`src/rtl/simd_alu_pkg.sv`:
```
package simd_alu_pkg;

  localparam int HALF_W = 16;
  localparam int BYTE_W = 8;

  typedef enum logic [3:0] {
    OP_ADD_H   = 4'd0,
    OP_ADD_B   = 4'd1,
    OP_SUB_H   = 4'd2,
    OP_ABS_H   = 4'd3,
    OP_MAXS_H  = 4'd4,
    OP_MAXU_B  = 4'd5,
    OP_MINU_B  = 4'd6,
    OP_PKHI_B  = 4'd7,
    OP_PKLO_B  = 4'd8,
    OP_PK_HL   = 4'd9,
    OP_PK_HH   = 4'd10,
    OP_PK_LL   = 4'd11,
    OP_ANDINV  = 4'd12,
    OP_DIVSTEP = 4'd13
  } alu_op_e;

  localparam logic [3:0] OP_LAST = 4'd13;

endpackage

```
`src/rtl/simd_half_unit.sv`:
```
module simd_half_unit
  import simd_alu_pkg::*;
#(
  parameter int WIDTH = 32
) (
  input  alu_op_e          op,
  input  logic [WIDTH-1:0] a,
  input  logic [WIDTH-1:0] b,
  output logic [WIDTH-1:0] y
);
  localparam int NLANE = WIDTH / HALF_W;
  localparam logic [HALF_W-1:0] MOST_NEG = {1'b1, {(HALF_W-1){1'b0}}};
  localparam logic [HALF_W-1:0] MOST_POS = {1'b0, {(HALF_W-1){1'b1}}};

  for (genvar i = 0; i < NLANE; i++) begin : g_lane
    logic [HALF_W-1:0] la, lb, ly;
    assign la = a[i*HALF_W +: HALF_W];
    assign lb = b[i*HALF_W +: HALF_W];

    always_comb begin
      ly = '0;
      case (op)
        OP_ADD_H:  ly = la + lb;
        OP_SUB_H:  ly = la - lb;
        OP_ABS_H: begin
          if (la == MOST_NEG)        ly = MOST_POS;
          else if (la[HALF_W-1])     ly = -la;
          else                       ly = la;
        end
        OP_MAXS_H: ly = ($signed(la) > $signed(lb)) ? la : lb;
        default:   ly = '0;
      endcase
    end

    assign y[i*HALF_W +: HALF_W] = ly;
  end
endmodule

```
`src/rtl/simd_byte_unit.sv`:
```
module simd_byte_unit
  import simd_alu_pkg::*;
#(
  parameter int WIDTH = 32
) (
  input  alu_op_e          op,
  input  logic [WIDTH-1:0] a,
  input  logic [WIDTH-1:0] b,
  output logic [WIDTH-1:0] y
);
  localparam int NLANE = WIDTH / BYTE_W;

  for (genvar i = 0; i < NLANE; i++) begin : g_lane
    logic [BYTE_W-1:0] la, lb, ly;
    logic              a_ge_b;
    assign la     = a[i*BYTE_W +: BYTE_W];
    assign lb     = b[i*BYTE_W +: BYTE_W];
    assign a_ge_b = (la >= lb);

    always_comb begin
      ly = '0;
      case (op)
        OP_ADD_B:  ly = la + lb;
        OP_MAXU_B: ly = a_ge_b ? la : lb;
        OP_MINU_B: ly = a_ge_b ? lb : la;
        default:   ly = '0;
      endcase
    end

    assign y[i*BYTE_W +: BYTE_W] = ly;
  end
endmodule

```
`src/rtl/simd_pack_unit.sv`:
```
module simd_pack_unit
  import simd_alu_pkg::*;
#(
  parameter int WIDTH = 32
) (
  input  alu_op_e          op,
  input  logic [WIDTH-1:0] a,
  input  logic [WIDTH-1:0] b,
  output logic [WIDTH-1:0] y
);
  localparam int NHALF = WIDTH / HALF_W;
  localparam int HWORD = WIDTH / 2;

  // Upper or lower byte of every halfword, gathered per operand
  logic [HWORD-1:0] a_hib, a_lob, b_hib, b_lob;

  for (genvar j = 0; j < NHALF; j++) begin : g_gather
    assign a_hib[j*BYTE_W +: BYTE_W] = a[j*HALF_W + BYTE_W +: BYTE_W];
    assign a_lob[j*BYTE_W +: BYTE_W] = a[j*HALF_W +: BYTE_W];
    assign b_hib[j*BYTE_W +: BYTE_W] = b[j*HALF_W + BYTE_W +: BYTE_W];
    assign b_lob[j*BYTE_W +: BYTE_W] = b[j*HALF_W +: BYTE_W];
  end

  always_comb begin
    y = '0;
    case (op)
      OP_PKHI_B: y = {a_hib, b_hib};
      OP_PKLO_B: y = {a_lob, b_lob};
      OP_PK_HL:  y = {a[WIDTH-1:HWORD], b[HWORD-1:0]};
      OP_PK_HH:  y = {a[WIDTH-1:HWORD], b[WIDTH-1:HWORD]};
      OP_PK_LL:  y = {a[HWORD-1:0],     b[HWORD-1:0]};
      default:   y = '0;
    endcase
  end
endmodule

```
`src/rtl/simd_misc_unit.sv`:
```
module simd_misc_unit
  import simd_alu_pkg::*;
#(
  parameter int WIDTH = 32
) (
  input  alu_op_e          op,
  input  logic [WIDTH-1:0] a,
  input  logic [WIDTH-1:0] b,
  output logic [WIDTH-1:0] y
);
  // Extra top bit carries the borrow of the trial subtraction
  logic [WIDTH:0] trial;
  logic           borrow;

  assign trial  = {1'b0, a} - {1'b0, b};
  assign borrow = trial[WIDTH];

  always_comb begin
    y = '0;
    case (op)
      OP_ANDINV:  y = a & ~b;
      OP_DIVSTEP: y = borrow ? {a[WIDTH-2:0], 1'b0}
                             : {trial[WIDTH-2:0], 1'b1};
      default:    y = '0;
    endcase
  end
endmodule

```
`src/rtl/simd_alu.sv`:
```
module simd_alu
  import simd_alu_pkg::*;
#(
  parameter int WIDTH   = 32,  // multiple of 32
  parameter bit REG_OUT = 1'b1
) (
  input  logic             clk,
  input  logic             rst,
  input  logic             in_valid,
  input  logic [3:0]       op_sel,
  input  logic [WIDTH-1:0] opnd_a,
  input  logic [WIDTH-1:0] opnd_b,
  output logic             res_valid,
  output logic [WIDTH-1:0] result,
  output logic             illegal_op
);
  alu_op_e          op_e;
  logic [WIDTH-1:0] half_y, byte_y, pack_y, misc_y;
  logic [WIDTH-1:0] nxt_result;
  logic             nxt_illegal;

  assign op_e = alu_op_e'(op_sel);

  simd_half_unit #(.WIDTH(WIDTH)) half_u (
    .op(op_e), .a(opnd_a), .b(opnd_b), .y(half_y));

  simd_byte_unit #(.WIDTH(WIDTH)) byte_u (
    .op(op_e), .a(opnd_a), .b(opnd_b), .y(byte_y));

  simd_pack_unit #(.WIDTH(WIDTH)) pack_u (
    .op(op_e), .a(opnd_a), .b(opnd_b), .y(pack_y));

  simd_misc_unit #(.WIDTH(WIDTH)) misc_u (
    .op(op_e), .a(opnd_a), .b(opnd_b), .y(misc_y));

  assign nxt_illegal = (op_sel > OP_LAST);

  always_comb begin
    nxt_result = '0;
    case (op_e)
      OP_ADD_H, OP_SUB_H, OP_ABS_H, OP_MAXS_H:       nxt_result = half_y;
      OP_ADD_B, OP_MAXU_B, OP_MINU_B:                nxt_result = byte_y;
      OP_PKHI_B, OP_PKLO_B, OP_PK_HL, OP_PK_HH,
      OP_PK_LL:                                      nxt_result = pack_y;
      OP_ANDINV, OP_DIVSTEP:                         nxt_result = misc_y;
      default:                                       nxt_result = '0;
    endcase
  end

  if (REG_OUT) begin : g_reg
    always_ff @(posedge clk) begin
      if (rst) begin
        res_valid  <= 1'b0;
        result     <= '0;
        illegal_op <= 1'b0;
      end else begin
        res_valid <= in_valid;
        if (in_valid) begin
          result     <= nxt_result;
          illegal_op <= nxt_illegal;
        end
      end
    end
  end else begin : g_comb
    assign res_valid  = in_valid & ~rst;
    assign result     = rst ? '0 : nxt_result;
    assign illegal_op = nxt_illegal & ~rst;
  end
endmodule

```
`config.mk`:
```
export PLATFORM = sky130hd
export DESIGN_NAME = simd_alu
export DESIGN_NICKNAME = d
export VERILOG_FILES = /design/src/rtl/simd_alu_pkg.sv /design/src/rtl/simd_half_unit.sv /design/src/rtl/simd_byte_unit.sv /design/src/rtl/simd_pack_unit.sv /design/src/rtl/simd_misc_unit.sv /design/src/rtl/simd_alu.sv
export SDC_FILE = /design/constraint.sdc
export NUM_CORES = 1
export LEC_CHECK = 0
export ABC_AREA = 1
export BUFFER_PORTS_ARGS = -buffer_cell sky130_fd_sc_hd__buf_2
export CAP_MARGIN = 5
export CORE_MARGIN = 10
export CORE_UTILIZATION = 38
export DETAILED_ROUTE_END_ITERATION = 8
export PLACE_DENSITY_LB_ADDON = 0.05
export RECOVER_POWER = 50
export SLEW_MARGIN = 20
export SYNTH_ARGS = -nofsm -noshare
export SYNTH_HDL_FRONTEND = slang
export SYNTH_SLANG_ARGS = --single-unit
```
`constraint.sdc`:
```
create_clock -name clk -period 5.1 [get_ports clk]
set_clock_uncertainty 0.1 [all_clocks]
set_input_delay 1.02 -clock clk [delete_from_list [all_inputs] [get_ports clk]]
set_output_delay 1.02 -clock clk [all_outputs]
set_load 0.005 [all_outputs]
```
==> impl_metrics.py <==
metrics = {
    "run_status": {
        "status": "complete, but fails checks",
        "violations": "capacitance limit, slew limit",
    },
    "critical_path": {
        "required_ns": 5.10,
        "crit_chain": "buf_2 -> inv_1 -> ha_1 -> fa_1 -> inv_1 -> nand3_1 -> nand2_2 -> nand2_1 -> nand2_2 -> nand2_2 -> nand2_4 -> nand2_4 -> nand2_4 -> buf_4 -> nand3_1 -> nand2_1 -> nand2_1 -> o21ai_0 -> a21oi_1",
        "critPathArrivalTime_ns": 4.35,
        "crit_type": "primary input to flip-flop",
        "path_max_fanout": 17,
        "critPathLaunchType": "primary input",
        "regToRegSetupSlack_ns": 4.28,
        "cpPeakStageDelay_ns": 0.41,
        "slowest_stage": "fa_1",
        "critPathTopFamily": "simple AND/OR/NAND/NOR gates",
        "crit_buf_inv": 4,
        "worst_setup_path_end_kind": "flip-flop",
    },
    "die": {
        "start_util_pct": 38.6,
        "die_h_um": 188,
        "dieArea_um2": 35300,
        "rows": 61,
        "io-pin-count": 105,
        "die_w_um": 188,
        "core_um2": 27800,
    },
    "drt": {
        "vias": 15200,
        "drt_wl_total_um": 64700,
        "drcViolationCount": 0,
        "first_pass_iters": 6,
        "antenna_left": 0,
        "dr.first_iter.drc_count": 1676,
        "drt-vias-per-instance": 5.96,
        "wire_per_inst_um": 25.3,
    },
    "power": {
        "p_total_mw": 2.00,
        "p_sw_share_pct": 57.3,
        "p_switching_mw": 1.14,
        "power_frac_comb_pct": 68.7,
        "max-vdd-ir-drop_uv": 121,
        "powerDensity_nw_per_um2": 170,
        "p_leak_nw": 6.21,
        "seqPwrFrac_pct": 15.1,
        "pwr-share-clk_pct": 16.2,
        "intPower_mw": 0.853,
    },
    "clock_tree": {
        "root_buffer": "clkbuf_16",
        "post_cts.repair.setup_buffers": 0,
        "htreeDepth": 2,
        "clock_path_buffers": 2,
        "clk_pin_slew_ns": 0.06,
        "cts_sinks": 34,
        "cts_tree": "built",
        "cts_hold_buf": 0,
        "clkLatencyLatePin_ns": 0.29,
        "cts_buffers": 5,
        "cts_resized": 0,
    },
    "grt": {
        "grt_use_met1_pct": 39.8,
        "grt_usage_pct": 35.1,
        "grt.busiest_layer": "met2",
        "grt_pass1_vias": 14400,
        "antenna_found_initial": 0,
        "grt_use_met3_pct": 4.17,
        "grt_max_degree": 35,
        "gr-usage-met2_pct": 57.4,
        "grt_overflow": 0,
        "grt_pass1_wl_um": 94500,
    },
    "sta": {
        "setup_tns_ns": 0,
        "timing.slew.headroom_pct": -13.7,
        "tightest_slew_ns": 1.71,
        "setup_viol": 0,
        "fmax_ghz": 0.230,
        "period_share_pct": 85.3,
        "fin_ws_ns": 0.749,
        "maxSlewViolCount": 35,
        "hold_violations": 0,
        "finalCriticalPeriod_ns": 4.35,
        "rsz0062_at_grt": "no",
    },
    "synthesis": {
        "synth_cell_type_count": 49,
        "synth_ff_type": "dfxtp_1",
        "yosysWarnings": 0,
        "syn_area_per_cell_um2": 5.09,
        "synth_fp_nets": 2251,
        "synth_area_um2": 10700,
        "synth_edf_count": 0,
        "synth-seq-cells": 34,
        "synthCells": 2106,
        "ys_seq_area_share_pct": 6.35,
        "async_reset_ff_share_pct": 0,
    },
    "finish": {
        "nFillCells": 3394,
        "antenna_cells": 0,
        "final_common_cell": "nand2_1",
        "layout-area-overhead-vs-synth_pct": 9.46,
        "multiInputGateArea_um2": 8600,
        "final_cell_mix": "682 x nand2_1, 289 x nand3_1, 258 x inv_1, 220 x nor2_1, 133 x a21oi_1",
        "drive_gt1_share_pct": 8.12,
        "nets": 2324,
        "regArea_um2": 681,
    },
    "placed_design": {
        "gp_congestion": 1.14,
        "hpwl_um": 52300,
        "numPortBuffers": 104,
        "place_ws_ns": 0.607,
    },
    "worst_hold_path": {
        "min_path_type": "flip-flop to flip-flop",
    },
    "flow_run": {
        "drv_cap": 1,
    },
}
-- cell families (layout without fill, tap and decap cells) --
| group | Yosys count | in the layout | share of synthesized area (%) |
|---|---|---|---|
| AOI/OAI and AO/OA | 333 | 333 | 17.8 |
| xor gates and xnor gates | 27 | 27 | 2.21 |
| adders and majority gates | 74 | 74 | 9.06 |
| buffers and inverters | 352 | 426 | 13.4 |
| DFF | 34 | 34 | 6.35 |
| and+or+nand+nor | 1286 | 1286 | 51.1 |
-- worst reg2reg max path: stages, from the launching register on --
cell and delay [ns]:
dfxtp_1 0.31, nor2_1 0.09, nor2_1 0.05, nand2_1 0.13
inv_1 0.04
-- through the flow --
step	std cells	cell area [um2]	hold WS [ns]	util (%)
finish	2558	11700	0.361	42.2
global route	2558	11700	0.384	42.2
CTS	2558	11800	0.364	42.3
detailed placement	2550	11600	0.356	41.8
global placement	2550	11600	0.351	41.8
floorplan	2106	10700	0.362	-
-- flip-flops by register name (all words and copies together), names as in the netlist --
| register | count |
|---|---|
| illegal_op | 1 |
| result | 32 |
| res_valid | 1 |
-- synth_stat cells, drive strengths merged, types with 2 or more instances --
master	n	area share, %
nand2	700	25
nand3	292	14
inv	266	9.3
nor2	230	8.5
a21oi	137	6.7
o21ai	100	4.7
ha	68	7.9
buf	48	2.7
o211ai	38	2.7
dfxtp	34	6.4
nand4	32	1.9
clkbuf	30	1.1
o22ai	29	1.7
xor2	26	2.1
nor3	13	0.61
clkinv	8	0.28
fa	6	1.1
nand3b	6	0.42
o21bai	5	0.35
a211oi	4	0.28
and2	4	0.23
o221ai	4	0.33
or2	4	0.23
a21boi	3	0.21
a31oi	3	0.18
o2111ai	3	0.25
a221oi	2	0.16
nor3b	2	0.14
nor4	2	0.12
o21a	2	0.14
-- routing by layer --
| metal | wire length [um] | share of wire (%) |
|---|---|---|
| met3 | 4930 | 7.6 |
| met4 | 6820 | 11 |
| met5 | 0 | 0 |
| met1 | 23800 | 37 |
| met2 | 29200 | 45 |
-- area by class of cell --
cell class,instances,share of cell area (%)
Clock buffer,7,1.22
Clock inverter,1,0.0427
Inverter,274,8.79
Multi-Input combinational cell,1720,73.3
Sequential cell,34,5.80
Tap cell,378,4.03
Timing Repair Buffer,144,6.77
-- power by group through the flow --
stage | combinational, mW | sequential, mW | clock (mW)
after floorplan | 0.822 | 0.307 | 0
after global placement | 1.32 | 0.306 | 0
after detailed placement | 1.32 | 0.307 | 0
after CTS | 1.32 | 0.302 | 0.326
after global routing | 1.47 | 0.304 | 0.340
final | 1.37 | 0.302 | 0.324
-- final timing paths --
kind | end | start | cells past startpoint
max | result[27] | opnd_a[0] | 19
min | result[28] | result[28] | 2
max reg2reg | illegal_op | illegal_op | 4
min reg2reg | result[28] | result[28] | 2
Note: power is estimated with default switching activity, not from simulation.
